$ cat src/rtl/chs_pkg.sv
package chs_pkg;
  localparam int CW_W      = 32;
  localparam int TCW_W     = 3;
  localparam int B_ZERO    = 31;
  localparam int B_TCW_LO  = 28;
  localparam int B_RSEL_LO = 26;
  localparam int B_REQPOL  = 25;
  localparam int B_ACKPOL  = 24;
  localparam int B_ROUTE   = 23;
  localparam int B_SERR    = 22;
  localparam int B_DERR    = 21;
  localparam int B_FAIL    = 20;
  localparam int B_IEN     = 19;
  localparam int B_XW_LO   = 12;
  localparam int B_MODE_LO = 2;

  typedef struct packed {
    logic [TCW_W-1:0] tc_w;
    logic [1:0]       req_sel;
    logic             req_pol;
    logic             ack_pol;
    logic             tc_route;
    logic             irq_en;
    logic [1:0]       xfer_w;
    logic [1:0]       mode;
  } ctrl_t;
endpackage

$ cat src/rtl/chs_ctrl_reg.sv
module chs_ctrl_reg
  import chs_pkg::*;
(
  input  logic            clk,
  input  logic            rst_n,
  input  logic            wr_en,
  input  logic [CW_W-1:0] wdata,
  input  logic            fail_i,
  input  logic            src_err,
  input  logic            dst_err,
  output logic [CW_W-1:0] rdata,
  output ctrl_t           ctrl,
  output logic            fail_flag
);
  localparam logic [CW_W-1:0] RW_MASK =
    ~((CW_W'(1) << B_ZERO) | (CW_W'(1) << B_SERR) |
      (CW_W'(1) << B_DERR) | (CW_W'(1) << B_FAIL));

  logic [CW_W-1:0] store_q, store_d;
  logic            fail_q, fail_d;

  always_comb begin
    store_d = store_q;
    if (wr_en) store_d = wdata & RW_MASK;
  end

  always_comb begin
    fail_d = fail_q;
    if (wr_en && wdata[B_FAIL]) fail_d = 1'b0;
    if (fail_i)                 fail_d = 1'b1;
  end

  always_ff @(posedge clk or negedge rst_n) begin
    if (!rst_n) begin
      store_q <= '0;
      fail_q  <= 1'b0;
    end else begin
      if (wr_en) store_q <= store_d;
      fail_q <= fail_d;
    end
  end

  always_comb begin
    rdata         = store_q;
    rdata[B_SERR] = src_err;
    rdata[B_DERR] = dst_err;
    rdata[B_FAIL] = fail_q;
  end

  assign ctrl.tc_w     = store_q[B_TCW_LO +: TCW_W];
  assign ctrl.req_sel  = store_q[B_RSEL_LO +: 2];
  assign ctrl.req_pol  = store_q[B_REQPOL];
  assign ctrl.ack_pol  = store_q[B_ACKPOL];
  assign ctrl.tc_route = store_q[B_ROUTE];
  assign ctrl.irq_en   = store_q[B_IEN];
  assign ctrl.xfer_w   = store_q[B_XW_LO +: 2];
  assign ctrl.mode     = store_q[B_MODE_LO +: 2];
  assign fail_flag     = fail_q;

  // a reported failure is always visible one edge later
  assert_fail_sets_R9: assert property (@(posedge clk) disable iff (!rst_n)
    fail_i |=> rdata[B_FAIL]);
  // the top bit never reads back as one
  assert_top_bit_zero_R2: assert property (@(posedge clk) disable iff (!rst_n)
    wr_en |=> !rdata[B_ZERO]);
endmodule

$ cat src/rtl/chs_req_sync.sv
module chs_req_sync #(
  parameter int STAGES = 2
) (
  input  logic clk,
  input  logic rst_n,
  input  logic pin,
  input  logic pol_high,
  input  logic enable,
  output logic req
);
  localparam int LAST = STAGES - 1;

  logic              raw;
  logic [STAGES-1:0] sync_q, sync_d;

  assign raw = pol_high ? pin : ~pin;

  generate
    if (STAGES > 1) begin : g_chain
      assign sync_d = {sync_q[STAGES-2:0], raw};
    end else begin : g_single
      assign sync_d = raw;
    end
  endgenerate

  always_ff @(posedge clk or negedge rst_n) begin
    if (!rst_n) sync_q <= '0;
    else        sync_q <= sync_d;
  end

  assign req = enable & sync_q[LAST];
endmodule

$ cat src/rtl/chs_tc_pulse.sv
module chs_tc_pulse #(
  parameter int W = 3
) (
  input  logic         clk,
  input  logic         rst_n,
  input  logic         done,
  input  logic [W-1:0] width,
  output logic         active
);
  logic [W-1:0] cnt_q, cnt_d;
  logic         cnt_en;

  always_comb begin
    cnt_d  = cnt_q;
    cnt_en = 1'b0;
    if (done) begin
      cnt_en = 1'b1;
      cnt_d  = (width == '0) ? W'(1) : width;
    end else if (cnt_q != '0) begin
      cnt_en = 1'b1;
      cnt_d  = cnt_q - W'(1);
    end
  end

  always_ff @(posedge clk or negedge rst_n) begin
    if (!rst_n)      cnt_q <= '0;
    else if (cnt_en) cnt_q <= cnt_d;
  end

  assign active = (cnt_q != '0);

  // a done strobe always starts a pulse
  assert_done_starts_R6: assert property (@(posedge clk) disable iff (!rst_n)
    done |=> active);
  // an idle counter stays idle without a strobe
  assert_idle_holds_R6: assert property (@(posedge clk) disable iff (!rst_n)
    (!active && !done) |=> !active);
endmodule

$ cat src/rtl/chs_align_chk.sv
module chs_align_chk (
  input  logic [1:0] xfer_w,
  input  logic [1:0] addr_lo,
  output logic       err
);
  always_comb begin
    unique case (xfer_w)
      2'b10:   err = (addr_lo != 2'b00);
      2'b01:   err = addr_lo[0];
      default: err = 1'b0;
    endcase
  end
endmodule

$ cat src/rtl/chan_hs_front.sv
module chan_hs_front
  import chs_pkg::*;
#(
  parameter int SYNC_STAGES = 2
) (
  input  logic            clk,
  input  logic            rst_n,
  input  logic            reg_wr,
  input  logic [CW_W-1:0] reg_wdata,
  output logic [CW_W-1:0] reg_rdata,
  input  logic [1:0]      src_addr_lo,
  input  logic [1:0]      dst_addr_lo,
  input  logic            ext_req_pin,
  output logic            req_o,
  input  logic            ack_i,
  output logic            ack_pin,
  input  logic            done_i,
  output logic            rd_tc_n,
  output logic            wr_tc_n,
  input  logic            xfer_fail_i,
  output logic            irq_o
);
  localparam int NCHK = 2;

  logic [1:0] rst_q;
  logic       rst_li;
  ctrl_t      ctrl;
  logic       fail_flag;
  logic       tc_active;
  logic       req_en;
  logic [NCHK-1:0] align_err;
  logic [1:0] chk_addr [NCHK];

  always_ff @(posedge clk or negedge rst_n) begin
    if (!rst_n) rst_q <= 2'b00;
    else        rst_q <= {rst_q[0], 1'b1};
  end
  assign rst_li = rst_q[1];

  chs_ctrl_reg u_reg (
    .clk(clk), .rst_n(rst_li), .wr_en(reg_wr), .wdata(reg_wdata),
    .fail_i(xfer_fail_i), .src_err(align_err[0]), .dst_err(align_err[1]),
    .rdata(reg_rdata), .ctrl(ctrl), .fail_flag(fail_flag)
  );

  assign chk_addr[0] = src_addr_lo;
  assign chk_addr[1] = dst_addr_lo;

  generate
    for (genvar gi = 0; gi < NCHK; gi++) begin : g_align
      chs_align_chk u_chk (
        .xfer_w(ctrl.xfer_w), .addr_lo(chk_addr[gi]), .err(align_err[gi])
      );
    end
  endgenerate

  assign req_en = (ctrl.mode != 2'b00) && (ctrl.req_sel == 2'b01);

  chs_req_sync #(.STAGES(SYNC_STAGES)) u_sync (
    .clk(clk), .rst_n(rst_li), .pin(ext_req_pin),
    .pol_high(ctrl.req_pol), .enable(req_en), .req(req_o)
  );

  chs_tc_pulse #(.W(TCW_W)) u_tc (
    .clk(clk), .rst_n(rst_li), .done(done_i),
    .width(ctrl.tc_w), .active(tc_active)
  );

  assign rd_tc_n = ~(tc_active & ~ctrl.tc_route);
  assign wr_tc_n = ~(tc_active &  ctrl.tc_route);
  assign ack_pin = ctrl.ack_pol ? ack_i : ~ack_i;
  assign irq_o   = fail_flag & ctrl.irq_en;

  // the two terminal-count outputs are never low together
  assert_tc_exclusive_R7: assert property (@(posedge clk) disable iff (!rst_li)
    !(!rd_tc_n && !wr_tc_n));
  // with mode 00 no request can come through
  assert_mode_off_no_req_R3: assert property (@(posedge clk) disable iff (!rst_li)
    (ctrl.mode == 2'b00) |-> !req_o);
  // interrupt only with the failure flag readable as set
  assert_irq_needs_flag_R10: assert property (@(posedge clk) disable iff (!rst_li)
    irq_o |-> reg_rdata[B_FAIL]);
  // word-width misalignment on the source is flagged
  assert_src_word_err_R8: assert property (@(posedge clk) disable iff (!rst_li)
    (ctrl.xfer_w == 2'b10 && src_addr_lo != 2'b00) |-> reg_rdata[B_SERR]);
endmodule

$ cat config.mk
export PLATFORM = sky130hd
export DESIGN_NAME = chan_hs_front
export DESIGN_NICKNAME = d
export VERILOG_FILES = /design/src/rtl/chs_pkg.sv /design/src/rtl/chs_ctrl_reg.sv /design/src/rtl/chs_req_sync.sv /design/src/rtl/chs_tc_pulse.sv /design/src/rtl/chs_align_chk.sv /design/src/rtl/chan_hs_front.sv
export SDC_FILE = /design/constraint.sdc
export NUM_CORES = 1
export LEC_CHECK = 0
export ABC_AREA = 1
export CORE_ASPECT_RATIO = 0.9
export CORE_MARGIN = 3
export CORE_UTILIZATION = 40
export DETAILED_ROUTE_END_ITERATION = 10
export PLACE_DENSITY = 0.79
export REMOVE_ABC_BUFFERS = 1
export SETUP_SLACK_MARGIN = 0.05
export SLEW_MARGIN = 20
export SYNTH_ARGS = -nofsm -noshare
export SYNTH_HDL_FRONTEND = slang
export SYNTH_SLANG_ARGS = --single-unit
$ cat constraint.sdc
create_clock -name clk -period 1.51 [get_ports clk]
set_clock_uncertainty 0.05 [all_clocks]
set_input_delay 0.151 -clock clk [delete_from_list [all_inputs] [get_ports clk]]
set_output_delay 0.151 -clock clk [all_outputs]
set_load 0.02 [all_outputs]
==> results.txt <==
Routed Antenna Nets = 0
Most common cell in the synthesized netlist = dfrtp_1
Register bit total from synthesis = 36
Routability cong. = 0.776
Power density over the cells = 1070 nW/um^2
Max Cap Viol = 0
Cell leakage power = 1.31 nW
Placed cells = 255
H-tree depth = 2
R2R cell count = 6
Initial antenna violation count = 0
Top cell type's share of synthesized area = 56.6%
Reg-to-Reg Start = u_tc.cnt_q[0]
Fill cells = 288
Number of I/O pins = 80
Final worst setup slack = -66.7 ps
Register area share after synthesis = 56.6%
Crit path kind = reg2out
Net count, final = 266
Clk buf depth = 2
Post-synthesis average cell area = 12.1 um^2
RSZ-0062 raised after global routing = true
Hold crit path type = reg2async
Asr flop ratio synth = 100%
Synth Flop Type = dfrtp_1
Total number of vias = 1229
CTS buffer count = 5
Core Footprint = 3780 um^2
Highest Clock Rate = 634 MHz
CP max stage cell = dfrtp_1
DRC = 0
Reg-to-reg endpoint = u_tc.cnt_q[1]
Ant diodes = 0
Number of vias per cell = 4.64
Routed WL = 3.43 mm
Critical Path, Cell by Cell = inv_2, ha_4, o21bai_4, nor2_1, buf_4
Pin count of the biggest net entering global routing = 38
Crit path max fanout = 2
CTS root buffer = clkbuf_8
Post-synth EDFFs = 0
First-pass GRT wire length = 5.75 mm
All-Layer GR Usage = 15.8%
Vias in the first global route = 1350
Clk_lat worst skew = 280 ps
Synth cell types = 20
Crit start category = flip-flop
Outcome = complete, but fails checks
CP max stage delay = 390 ps
Clk slew on worst S/H paths = 70 ps
Total die area = 4780 um^2
Post-route insts no fill = 265
Reg2reg setup slack = 270 ps
First-pass DRT Iterations = 2
Post-synth top cells = 36 x dfrtp_1, 22 x nand2_1, 13 x inv_1, 13 x mux2_4, 10 x o21ai_0
Post-Syn Instances = 132
WP data required = 1310 ps
Synth area leaders = dfrtp_1 57%, mux2_4 12%, nand2_1 5.2%, mux2_2 4.9%, ha_1 3.1%
Post-Syn Area = 1590 um^2
Drt first-iter violations = 23
Clock sinks = 36
Largest area contributor in the netlist = dfrtp_1
Total congestion overflow = 0
Die height = 65.9 um
Die W = 72.5 um
Input/output buffers = 75
Fin util = 67.7%
Critical path arrival = 1380 ps
Final Hold Viols = 0
Crit path time final = 1580 ps
CTS tree = built
Worst vdd ir = 0.691 mV
Initial cell density of the core = 42.1%
Buf/Inv on CP = 2
Placed wire-length estimate = 2.72 mm
Total power = 2.75 mW
Rows = 21
Final setup fails = 2
Failing checks = negative setup slack
Final cycle utilization of the critical path = 104%
Crit-path leading delay family = flip-flops
YS warnings = 0
Worst slack, placed = -258 ps
Layout cells sized above 1 = 24.2%
Setup crit start = u_reg.store_q[12]
CP Capture Type = primary output
Fin. max-slew vios = 0
Per-cell routed wire length = 12.9 um
Layout area overhead = 60.7%
[sequential cells by signal, summed over array words and instances, names as in the netlist]
signal           count
u_reg.fail_flag      1
u_sync.sync_q        2
u_tc.cnt_q           3
u_reg.store_q       28
rst_q                2
[through the flow]
step	setup TNS (ps)	hold slack, ps	instance area [um^2]
after floorplan	0	-195	1510
after global placement	-394	134	2410
after detailed placement	-603	152	2410
after CTS	-200	159	2490
after global routing	-245	195	2560
final	-122	150	2560
[worst max-delay path by stage]
stage / endpoint / cells past startpoint
3_5_place_dp: reg_rdata[21] / 5
2_1_floorplan: reg_rdata[21] / 4
4_1_cts: reg_rdata[22] / 4
5_1_grt: reg_rdata[21] / 5
3_3_place_gp: reg_rdata[22] / 5
6_report: reg_rdata[21] / 5
[report_power, final]
group / switching (mW) / internal (mW)
clock: 0.304 / 0.406
combinational: 0.412 / 0.467
sequential: 0.0735 / 1.09
[area by class of cell]
class	count	area (um^2)	share of cell area, %
Clock buffer	7	96.3	3.76
Inverter	13	51.3	2.00
Multi-Input combinational cell	74	599	23.4
Sequential cell	36	901	35.2
Tap cell	46	57.6	2.25
Timing Repair Buffer	89	855	33.4
[cells by family (layout without fill, tap and decap cells)]
group | after synthesis | in the layout | share of synthesized area [%]
adder cells (fa/ha/maj) | 4 | 4 | 3.14
other | 2 | 2 | 0.472
flip-flops | 36 | 36 | 56.6
AO/OA/AOI/OAI | 16 | 16 | 5.34
buffers and inverters | 22 | 109 | 8.41
XOR/XNOR | 3 | 3 | 1.65
multiplexers | 20 | 20 | 17.2
AND/OR/NAND/NOR | 29 | 29 | 7.23
[placed cells by master, fill, tap and decap left out]
cell and instances:
a21o_1 1, a21oi_1 4, buf_12 1, buf_2 1, buf_4 16, clkbuf_8 7, clkdlybuf4s50_1 39, conb_1 2
dfrtp_1 36, dlygate4sd2_1 21, dlygate4sd3_1 1, dlymetal6s2s_1 10, ha_1 1, ha_2 1, ha_4 2, inv_1 10
inv_2 2, inv_4 1, mux2_2 7, mux2_4 13, nand2_1 21, nand2_2 1, nand3_1 3, nand4_1 1
nor2_1 3, o21ai_0 10, o21bai_4 1, xnor2_1 2, xor2_1 1
[timing repair]
action,4_1_cts,5_1_grt
setup buffers,0,2
setup endpoints to repair,26,15
hold endpoints to repair,2,0
pin swaps,2,3
gates resized for setup,43,22
hold buffers,1,0
[routing by layer]
| metal | track usage (%) | wire [um] | vias up |
|---|---|---|---|
| met5 | 0 | 0 | - |
| met4 | 6.68 | 48 | 0 |
| met3 | 7.14 | 358 | 9 |
| met2 | 26.8 | 1720 | 54 |
| met1 | 16.9 | 1300 | 579 |
| li1 | - | - | 587 |
Power figures use the tool's default switching activity.
